===== config.mk =====
export PLATFORM = sky130hd
export DESIGN_NAME = wdog_tickle_timer
export DESIGN_NICKNAME = d
export VERILOG_FILES = /design/src/rtl/wdt_pkg.sv /design/src/rtl/wdt_timer.sv /design/src/rtl/wdt_tickle_chk.sv /design/src/rtl/wdt_pulse.sv /design/src/rtl/wdog_tickle_timer.sv
export SDC_FILE = /design/constraint.sdc
export NUM_CORES = 1
export LEC_CHECK = 0
export BUFFER_PORTS_ARGS = -buffer_cell sky130_fd_sc_hd__buf_4
export CAP_MARGIN = 10
export CORE_MARGIN = 5
export CORE_UTILIZATION = 54
export CTS_BUF_LIST = sky130_fd_sc_hd__clkbuf_4
export CTS_CLUSTER_DIAMETER = 60
export DETAILED_ROUTE_END_ITERATION = 6
export GPL_TIMING_DRIVEN = 0
export PLACE_DENSITY_LB_ADDON = 0.15
export SETUP_SLACK_MARGIN = 0.3
export SLEW_MARGIN = 5
export SYNTH_ARGS = -nofsm -noshare
export SYNTH_HDL_FRONTEND = slang
export SYNTH_SLANG_ARGS = --single-unit

===== constraint.sdc =====
create_clock -name clk -period 4.4 [get_ports clk]
set_clock_uncertainty 0.15 [all_clocks]
set_input_delay 0.88 -clock clk [delete_from_list [all_inputs] [get_ports clk]]
set_output_delay 0.88 -clock clk [all_outputs]
set_load 0.05 [all_outputs]

===== src/rtl/wdt_pkg.sv =====
package wdt_pkg;

  localparam int DATA_W  = 32;
  localparam int ADDR_W  = 4;
  localparam int DELAY_W = 5;
  localparam int EN_BIT  = 31;

  // Register byte offsets
  localparam logic [ADDR_W-1:0] OFF_SOFT = 4'h0;
  localparam logic [ADDR_W-1:0] OFF_CFG  = 4'h4;
  localparam logic [ADDR_W-1:0] OFF_KEY1 = 4'h8;
  localparam logic [ADDR_W-1:0] OFF_KEY2 = 4'hC;

  localparam logic [DATA_W-1:0] KEY_FIRST  = 32'hABCD1234;
  localparam logic [DATA_W-1:0] KEY_SECOND = 32'h4321DCBA;

  typedef enum logic [2:0] {
    CAUSE_HARD    = 3'd0,
    CAUSE_TIMEOUT = 3'd1,
    CAUSE_BADKEY  = 3'd2,
    CAUSE_SOFT    = 3'd3,
    CAUSE_USER    = 3'd4
  } cause_e;

  typedef struct packed {
    logic               en;
    logic [DELAY_W-1:0] delay;
  } wcfg_t;

  function automatic wcfg_t cfg_from_word(logic [DATA_W-1:0] w);
    wcfg_t c;
    c.en    = w[EN_BIT];
    c.delay = w[DELAY_W-1:0];
    return c;
  endfunction

  function automatic logic [DATA_W-1:0] cfg_to_word(wcfg_t c);
    logic [DATA_W-1:0] w;
    w = '0;
    w[EN_BIT] = c.en;
    w[DELAY_W-1:0] = c.delay;
    return w;
  endfunction

endpackage


===== src/rtl/wdt_timer.sv =====
module wdt_timer #(
  parameter int DELAY_W = 5
) (
  input  logic               clk,
  input  logic               rst_n,
  input  logic               en,
  input  logic [DELAY_W-1:0] delay,
  input  logic               clear,
  output logic               timeout_evt
);

  localparam int CNT_W = (1 << DELAY_W) + 1;

  // Last count value of a 2^(d+1)-cycle period
  function automatic logic [CNT_W-1:0] last_tick(logic [DELAY_W-1:0] d);
    logic [CNT_W-1:0] one;
    one = 1;
    return (one << ({1'b0, d} + 1'b1)) - one;
  endfunction

  logic [CNT_W-1:0] cnt;
  logic             at_limit;

  assign at_limit    = en && (cnt == last_tick(delay));
  assign timeout_evt = at_limit && !clear;

  always_ff @(posedge clk or negedge rst_n) begin
    if (!rst_n)                      cnt <= '0;
    else if (clear || !en || at_limit) cnt <= '0;
    else                             cnt <= cnt + 1'b1;
  end

  assert_restart_R5: assert property (@(posedge clk) disable iff (!rst_n)
    timeout_evt |=> (cnt == '0));

  assert_clear_on_service_R3: assert property (@(posedge clk) disable iff (!rst_n)
    clear |=> (cnt == '0));

endmodule


===== src/rtl/wdt_tickle_chk.sv =====
module wdt_tickle_chk
  import wdt_pkg::*;
(
  input  logic              clk,
  input  logic              rst_n,
  input  logic              key1_wr,
  input  logic              key2_wr,
  input  logic [DATA_W-1:0] wdata,
  input  logic              guard_en,
  output logic              tickle_ok,
  output logic              tickle_bad
);

  logic armed;

  always_comb begin
    tickle_ok  = key2_wr && armed && (wdata == KEY_SECOND);
    tickle_bad = guard_en &&
                 ((key1_wr && (wdata != KEY_FIRST)) || (key2_wr && !tickle_ok));
  end

  always_ff @(posedge clk or negedge rst_n) begin
    if (!rst_n)       armed <= 1'b0;
    else if (key1_wr) armed <= (wdata == KEY_FIRST);
    else if (key2_wr) armed <= 1'b0;
  end

  // a completed service consumes the first key
  assert_one_shot_R3: assert property (@(posedge clk) disable iff (!rst_n)
    tickle_ok |=> !armed);

  // second key with nothing armed never counts as a service
  assert_needs_first_R7: assert property (@(posedge clk) disable iff (!rst_n)
    (key2_wr && $past(!key1_wr) && !armed) |-> !tickle_ok);

endmodule


===== src/rtl/wdt_pulse.sv =====
module wdt_pulse #(
  parameter int LEN = 4
) (
  input  logic clk,
  input  logic rst_n,
  input  logic fire,
  output logic pulse
);

  localparam int CW = $clog2(LEN + 1);

  logic [CW-1:0] left;

  assign pulse = (left != '0);

  always_ff @(posedge clk or negedge rst_n) begin
    if (!rst_n)             left <= '0;
    else if (fire)          left <= CW'(LEN);
    else if (left != '0)    left <= left - 1'b1;
  end

  assert_pulse_start_R6: assert property (@(posedge clk) disable iff (!rst_n)
    fire |=> pulse);

  assert_pulse_drain_R6: assert property (@(posedge clk) disable iff (!rst_n)
    (pulse && !fire) |=> (left == $past(left) - 1'b1));

  always_comb begin
    assert_pulse_bound_R6: assert (left <= CW'(LEN));
  end

endmodule


===== src/rtl/wdog_tickle_timer.sv =====
module wdog_tickle_timer
  import wdt_pkg::*;
#(
  parameter int PULSE_LEN = 4
) (
  input  logic              clk,
  input  logic              hard_rst_n,
  input  logic              wr_en,
  input  logic [ADDR_W-1:0] addr,
  input  logic [DATA_W-1:0] wdata,
  output logic [DATA_W-1:0] rdata,
  output logic              rst_req
);

  wcfg_t  pend_q, act_q;
  cause_e cause_q;

  // Named internal events
  logic cfg_wr, key1_wr, key2_wr, soft_evt;
  logic tickle_ok, tickle_bad, timeout_evt, fire;

  assign cfg_wr   = wr_en && (addr == OFF_CFG);
  assign key1_wr  = wr_en && (addr == OFF_KEY1);
  assign key2_wr  = wr_en && (addr == OFF_KEY2);
  assign soft_evt = wr_en && (addr == OFF_SOFT) && wdata[0];
  assign fire     = soft_evt || tickle_bad || timeout_evt;

  wdt_tickle_chk u_chk (
    .clk        (clk),
    .rst_n      (hard_rst_n),
    .key1_wr    (key1_wr),
    .key2_wr    (key2_wr),
    .wdata      (wdata),
    .guard_en   (act_q.en),
    .tickle_ok  (tickle_ok),
    .tickle_bad (tickle_bad)
  );

  wdt_timer #(.DELAY_W(DELAY_W)) u_timer (
    .clk         (clk),
    .rst_n       (hard_rst_n),
    .en          (act_q.en),
    .delay       (act_q.delay),
    .clear       (tickle_ok),
    .timeout_evt (timeout_evt)
  );

  wdt_pulse #(.LEN(PULSE_LEN)) u_pulse (
    .clk   (clk),
    .rst_n (hard_rst_n),
    .fire  (fire),
    .pulse (rst_req)
  );

  always_ff @(posedge clk or negedge hard_rst_n) begin
    if (!hard_rst_n) begin
      pend_q <= '0;
      act_q  <= '0;
    end else begin
      if (cfg_wr)    pend_q <= cfg_from_word(wdata);
      if (tickle_ok) act_q  <= pend_q;
    end
  end

  // Priority: software request, then bad key, then timeout
  always_ff @(posedge clk or negedge hard_rst_n) begin
    if (!hard_rst_n)      cause_q <= CAUSE_HARD;
    else if (soft_evt)    cause_q <= CAUSE_SOFT;
    else if (tickle_bad)  cause_q <= CAUSE_BADKEY;
    else if (timeout_evt) cause_q <= CAUSE_TIMEOUT;
  end

  always_comb begin
    unique case (addr)
      OFF_CFG:  rdata = cfg_to_word(pend_q);
      OFF_KEY1: rdata = {{(DATA_W-3){1'b0}}, cause_q};
      default:  rdata = '0;
    endcase
  end

  assert_commit_R4: assert property (@(posedge clk) disable iff (!hard_rst_n)
    tickle_ok |=> (act_q == $past(pend_q)));

  assert_hold_active_R4: assert property (@(posedge clk) disable iff (!hard_rst_n)
    !tickle_ok |=> (act_q == $past(act_q)));

  assert_soft_cause_R8: assert property (@(posedge clk) disable iff (!hard_rst_n)
    soft_evt |=> (cause_q == CAUSE_SOFT));

  assert_badkey_cause_R7: assert property (@(posedge clk) disable iff (!hard_rst_n)
    (tickle_bad && !soft_evt) |=> (cause_q == CAUSE_BADKEY));

  assert_timeout_cause_R5: assert property (@(posedge clk) disable iff (!hard_rst_n)
    (timeout_evt && !soft_evt && !tickle_bad) |=> (cause_q == CAUSE_TIMEOUT));

  assert_service_wins_R9: assert property (@(posedge clk) disable iff (!hard_rst_n)
    tickle_ok |-> !timeout_evt);

  assert_cause_kept_R10: assert property (@(posedge clk) disable iff (!hard_rst_n)
    !fire |=> $stable(cause_q));

endmodule


# Word level (Yosys, flattened, before mapping)
# Index checks and enable logic that the tools add are counted.
[classes]
addsub = 4
eq_ne = 7
shifts = 1
muxes = 9
n_reduce_logical = 24
[ops]
columns = ["op", "count"]
rows = [
  ["$pmux W32 S2", 1],
  ["$add A33 B1 Y33 const B", 1],
  ["$eq A33 B33 Y1", 1],
  ["$mux W33", 1],
  ["$shl A1 B6 Y33 const A", 1],
  ["$sub A33 B1 Y33 const B", 1],
  ["$eq A32 B31 Y1 const B", 1],
  ["$eq A32 B32 Y1 const B", 1],
  ["$ne A32 B32 Y1 const B", 1],
  ["$mux W3", 5],
  ["$logic_and A1 B1 Y1", 12],
  ["$eq A4 B4 Y1 const B", 2],
  ["$add A5 B1 Y6 const B", 1],
  ["$reduce_bool A3 Y1", 2],
  ["$logic_or A1 B1 Y1", 5],
  ["$eq A4 B3 Y1 const B", 1],
  ["$logic_not A4 Y1", 1],
  ["$reduce_bool A2 Y1", 2],
  ["$sub A3 B1 Y3 const B", 1],
  ["$logic_not A1 Y1", 2],
  ["$mux W1", 2],
]
[word_totals]
ff_bits = 52
input_bits = 39
wordCells = 53

# Longest topological paths before layout
[depth]
word_depth = 11
mapped_depth = 17
mapped_depth_nobuf = 11

# Cells and area by module
# From an unflattened synthesis, not the netlist that was laid out.
[hier_totals]
cells_unflattened = 552
hier_area_um2 = 4674.5
[modules_own_cells]
columns = ["mod", "instances", "cells_per_inst", "area_each_um2", "seq_area_each_um2"]
rows = [
  ["wdt_timer", 1, 432, 3393.3, 825.8],
  ["wdog_tickle_timer", 1, 78, 875.8, 350.3],
  ["wdt_tickle_chk", 1, 26, 227.7, 25.0],
  ["wdt_pulse", 1, 16, 177.7, 75.1],
]

# Worst setup path before layout
# Ideal clock, no wire load.
[synth_path]
path_type = "flip-flop to flip-flop"
from = "register act_q[0] (netlist name)"
to = "register u_timer.cnt[25]"
arrival_time_ns = 3.418
required_ns = 4.109
path_slack_ns = 0.691
path_stages_with_launch = 14
synth_period_minus_slack_ns = 3.709
cell_sequence = "dfrtp_1 -> buf_6 -> or4_1 -> nor2_1 -> inv_1 -> ha_1 -> nand3b_1 -> nor4_1 -> nand2_1 -> a311o_1 -> or4b_4 -> nor3_4 -> buf_6 -> nor3_2"
[synth_via]
elab_chain_len = 7
[synth_rtl]
columns = ["element", "line_no", "rtl"]
rows = [
  ["start, declared", "wdog_tickle_timer.sv:15", "wcfg_t pend_q, act_q;"],
  ["start signal, assigned", "wdog_tickle_timer.sv:61", "if (tickle_ok) act_q <= pend_q;"],
  ["$add A5 B1 Y6", "wdt_timer.sv:18", "return (one << ({1'b0, d} + 1'b1)) - one;"],
  ["$shl A1 B6 Y33", "wdt_timer.sv:18", ""],
  ["$sub A33 B1 Y33", "wdt_timer.sv:18", ""],
  ["$eq A33 B33 Y1", "wdt_timer.sv:24", "assign at_limit = en && (cnt == last_tick(delay));"],
  ["$logic_and A1 B1 Y1", "wdt_timer.sv:24", ""],
  ["$logic_or A1 B1 Y1", "wdt_timer.sv:29", "else if (clear || !en || at_limit) cnt <= '0;"],
  ["$mux W33", "wdt_timer.sv:29", ""],
  ["end signal, assigned", "wdt_timer.sv:30", "else cnt <= cnt + 1'b1;"],
  ["end, declared", "wdt_timer.sv:21", "logic [CNT_W-1:0] cnt;"],
]
# Every way passes these cells.
# A chain may end at the register's enable or synchronous reset.

# Final worst setup path
[layout_path]
from = "register act_q[4] (netlist name)"
to = "register u_pulse.left[2]"
[layout_via]
elab_chain_len = 8
elab_cells_between_ends = 9
classes_between = "2 x add/sub; 1 x eq/ne; 1 x shift; 1 x mux; 4 x reduce/logical"
[layout_rtl]
columns = ["element", "line_no", "rtl"]
rows = [
  ["$add A5 B1 Y6 *", "wdt_timer.sv:18", ""],
  ["$shl A1 B6 Y33 *", "wdt_timer.sv:18", ""],
  ["$sub A33 B1 Y33 *", "wdt_timer.sv:18", ""],
  ["$eq A33 B33 Y1 *", "wdt_timer.sv:24", ""],
  ["$logic_and A1 B1 Y1 *", "wdt_timer.sv:24", ""],
  ["$logic_and A1 B1 Y1 *", "wdt_timer.sv:25", "assign timeout_evt = at_limit && !clear;"],
  ["$logic_or A1 B1 Y1 *", "wdog_tickle_timer.sv:26", "assign fire = soft_evt || tickle_bad || timeout_evt;"],
  ["$mux W3 / $reduce_bool A2 Y1 (equally long branches)", "-", ""],
  ["end signal, assigned", "wdt_pulse.sv:18", "else if (fire) left <= CW'(LEN);"],
  ["end signal, assigned", "wdt_pulse.sv:19", "else if (left != '0) left <= left - 1'b1;"],
  ["end, declared", "wdt_pulse.sv:12", "logic [CW-1:0] left;"],
]
# Mark *: on every way between the ends. The rest lies on a longest branch, timed or not.

==> impl_results.md <==
* Largest net degree at the start of global routing at between 50 and 60
* Final HPWL DP at a little over 9000 um
* Register area share after synthesis at roughly 30%
* First-pass GRT wire length at roughly 19000 um
* Synth warnings at 0
* Prevailing post-synth register cell: dfrtp_1
* DRC at 0
* Clk slew on worst S/H paths at 0.15 ns
* Final min period at slightly below 4 ns
* Die Y at around 100 um
* Vias in the first global route at between 3000 and 4000
* Hold Fails Final Rpt at 0
* TritonCTS buffer count at 5
* Initial Util at a little under three fifths
* Initial antenna violation count at 0
* Vias/cell at a little over 6
* Register area at 1280 um2
* Status: completed
* Simple-Gate Fraction of Synth Area at approximately 33%
* Core Area at 7770 um2
* Synthesized cell area at between 4000 and 5000 um2
* H-tree Lvls at 2
* Total die area at a little under 10000 um2
* Peak VDD IR at roughly 210 uV
* Dpl ws at -0.0916 ns
* Crit path capture type: flip-flop
* CTS tree: built
* RSZ-0062 raised after global routing: no
* Worst reg2reg path startpoint: act_q[4]$_DFFE_PN0P_
* Hold Path Class: in2async
* Critical Path RT at approximately 4.6 ns
* Die X-Extent at around 99 um
* Hold buffers post-CTS at 0
* Critical path startpoint category: flip-flop
* Synth-to-Final Area Change at 15.9%
* Gp weighted congestion at between 0.9 and 1
* Multiplexer area fraction after synthesis at between 3 and 4%
* DR pass1 iterations at 5
* Synth Area in Adders at between 1 and 1.5%
* Clk_lat worst skew at approximately 0.38 ns
* Share of cells above drive strength 1 at ~25%
* FP Rows at 32
* Root Buffer: clkbuf_4
* R2r setup slk at 0.54 ns
* Top cell type's share of synthesized area at just under 30%
* PwrDens at roughly 200 nW/um2
* Post-route clock period utilization at around 90%
* Slew Viols, Final at 0
* Congestion Overflow GR at 0
* Worst-Margin Slew at 1.13 ns
* Most common cell in the netlist: dfrtp_1
* Setup Viol. Count Final at 0
* Final wirelength at 11900 um
* Critical path class: reg2reg
* Antenna fix cells at 0
* Max-Slew Margin vs Limit at between 20% and 30%
* Commonest cells post-synth: 51 x dfrtp_1, 38 x nand2_1, 35 x nor2_1, 35 x nor3_1, 29 x buf_4
* Boundary pin count at about 70
* Most frequent CP cell: buf_4
* Hold_ws at 0.366 ns
* Largest stage delay, worst path at 0.38 ns
* Synth unique cells at 73
* Ranking of synthesized cells by area: dfrtp_1 30%, xnor2_1 5.7%, buf_4 5.0%
* Post-synth top area cell: dfrtp_1
* EDFF count, synth at 0
* F_max at 259 MHz
* Max cap viols at 0
* WL/cell at around 17 um
* Pwr Total at just under 1 mW
* CP startpoint: act_q[4]$_DFFE_PN0P_
* CTS max path bufs at 2
* WP data arrival at 4.03 ns
* Final net count at approximately 630
* Final ANT Viol Nets at 0
* Critical path buffers and inverters at 7
* Initial DRC Count at ~400
* Fillers at 670
* Vias post-DR at roughly 4200
* Port Buffers at between 40 and 50
* Worst setup margin at 0.543 ns
* Compound-Gate Fraction of Synth Area at between 10% and 20%
* Synth async-reset ratio at 100%
* Cell family with most CP delay: simple AND/OR/NAND/NOR gates
* Critical path's slowest cell: dfrtp_1
* Area of the multi-input gates at approximately 2700 um2
* Syn Inst Count at around 510
* Static Leak at 2.01 nW
* Total GRT Usage at 24.2%
* Largest family of logic cells by synthesized area: simple AND/OR/NAND/NOR gates
* Post-synthesis xor/xnor area fraction at around 8.8%
* CTS sink count at 51
* CP Cell Sequence: buf_4 > buf_4 > buf_2 > buf_2 > nor2_2 > inv_1 > ha_2 > clkbuf_2 > nor4b_1 > a22oi_1 > o21ai_2 > xnor2_1 > nand4_1 > buf_4 > nor4b_2 > nand3b_1
* #FFs+latches synth at between 50 and 60
* Mean Syn Cell Area at ~8.5 um2
* Crit-path max FO at 10
-- what timing repair did --
item	CTS	global route
resized for setup	6	9
setup buffers	1	2
setup endpoints to repair	37	37
pin swaps	0	3
-- worst register-to-register path: stages (launching register included) --
cell and delay (ns):
dfrtp_1 0.38, buf_4 0.16, buf_4 0.18, buf_2 0.18, buf_2 0.21, nor2_2 0.14
inv_1 0.05, ha_2 0.24, clkbuf_2 0.23, nor4b_1 0.35, a22oi_1 0.15, o21ai_2 0.22
xnor2_1 0.15, nand4_1 0.28, buf_4 0.24, nor4b_2 0.36, nand3b_1 0.16
-- power breakdown --
part / internal [mW] / leakage (nW) / switching [mW]
registers: 0.499 / 0.683 / 0.0211
clock network: 0.0617 / 0.0288 / 0.155
logic: 0.100 / 1.30 / 0.148
-- through the flow --
stage	setup TNS, ns	std cells	area, um2	utilization [%]
6_report	0	689	5000	64.4
5_1_grt	0	689	5000	64.4
4_1_cts	0	687	4960	63.8
3_5_place_dp	-2.14	678	4870	62.7
3_3_place_gp	-3.40	678	4870	62.7
2_1_floorplan	0	531	4410	-
-- cell families (layout without fill, tap and decap cells) --
family | Yosys count | in the layout
AO/OA/AOI/OAI | 81 | 81
XOR/XNOR | 42 | 42
adder cells (fa/ha/maj) | 5 | 5
buffers and inverters | 76 | 132
flip-flops | 51 | 51
multiplexers | 13 | 13
other | 2 | 27
AND/OR/NAND/NOR | 236 | 236
-- registers in the layout, summed over array words and instances, names as in the netlist --
name,flops
u_chk.armed,1
u_timer.cnt,33
pend_q,6
u_pulse.left,3
cause_q,2
act_q,6
-- area by class of cell --
class / count / share of cell area, %
clock buffers: 5 / 0.751
plain buffers: 61 / 8.01
well taps: 102 / 2.55
inverters: 15 / 1.13
repair buffers: 48 / 7.21
multi-input cells: 404 / 54.4
flip-flops and latches: 51 / 25.5
clock inverters: 3 / 0.400
-- layer usage --
layer  part of all wire (%)  GRT usage (%)  wire length, um
met4                    3.7           8.93              445
met1                     43           33.5             5100
met5                      0              0                0
met2                     46           38.8             5510
met3                    7.3           2.95              872
-- cells in the final DEF (no fill, tap or decap), types with 3 or more instances in the layout --
| cell type | instances |
|---|---|
| buf_4 | 77 |
| dfrtp_1 | 51 |
| nand2_1 | 38 |
| nor3_1 | 35 |
| nor2_1 | 34 |
| xnor2_1 | 28 |
| conb_1 | 27 |
| nand3_1 | 19 |
| o21ai_0 | 19 |
| inv_1 | 15 |
| clkbuf_1 | 13 |
| xor2_1 | 13 |
| mux2_2 | 11 |
| nand4_1 | 11 |
| nor3_2 | 11 |
| nor4_1 | 10 |
| buf_2 | 9 |
| a21oi_1 | 8 |
| and2_1 | 7 |
| or3_1 | 7 |
| nor4b_1 | 6 |
| nor4bb_1 | 6 |
| nand3b_1 | 6 |
| buf_6 | 6 |
| clkbuf_4 | 6 |
| nand4b_1 | 5 |
| and3_1 | 5 |
| nand2b_1 | 5 |
| o211ai_1 | 5 |
| nor2b_1 | 4 |
| or4b_2 | 4 |
| o31a_1 | 4 |
| nor3b_1 | 4 |
| and4_1 | 4 |
| a211o_1 | 4 |
| a22oi_1 | 4 |
| a31o_2 | 3 |
| a22o_1 | 3 |
| or4_1 | 3 |
| ha_1 | 3 |
-- path summary, 6_finish.rpt --
check,to,depth (start not counted)
max in group asynchronous,u_timer.cnt[10]$_DFF_PN0_,1
worst min register to register,act_q[5]$_DFFE_PN0P_,2
min in group clk,act_q[5]$_DFFE_PN0P_,2
worst max-delay path,u_pulse.left[2]$_DFFE_PN0P_,16
worst max register to register,u_pulse.left[2]$_DFFE_PN0P_,16
worst min-delay path,u_timer.cnt[31]$_DFF_PN0_,1
(Power assumes the default switching activity.)
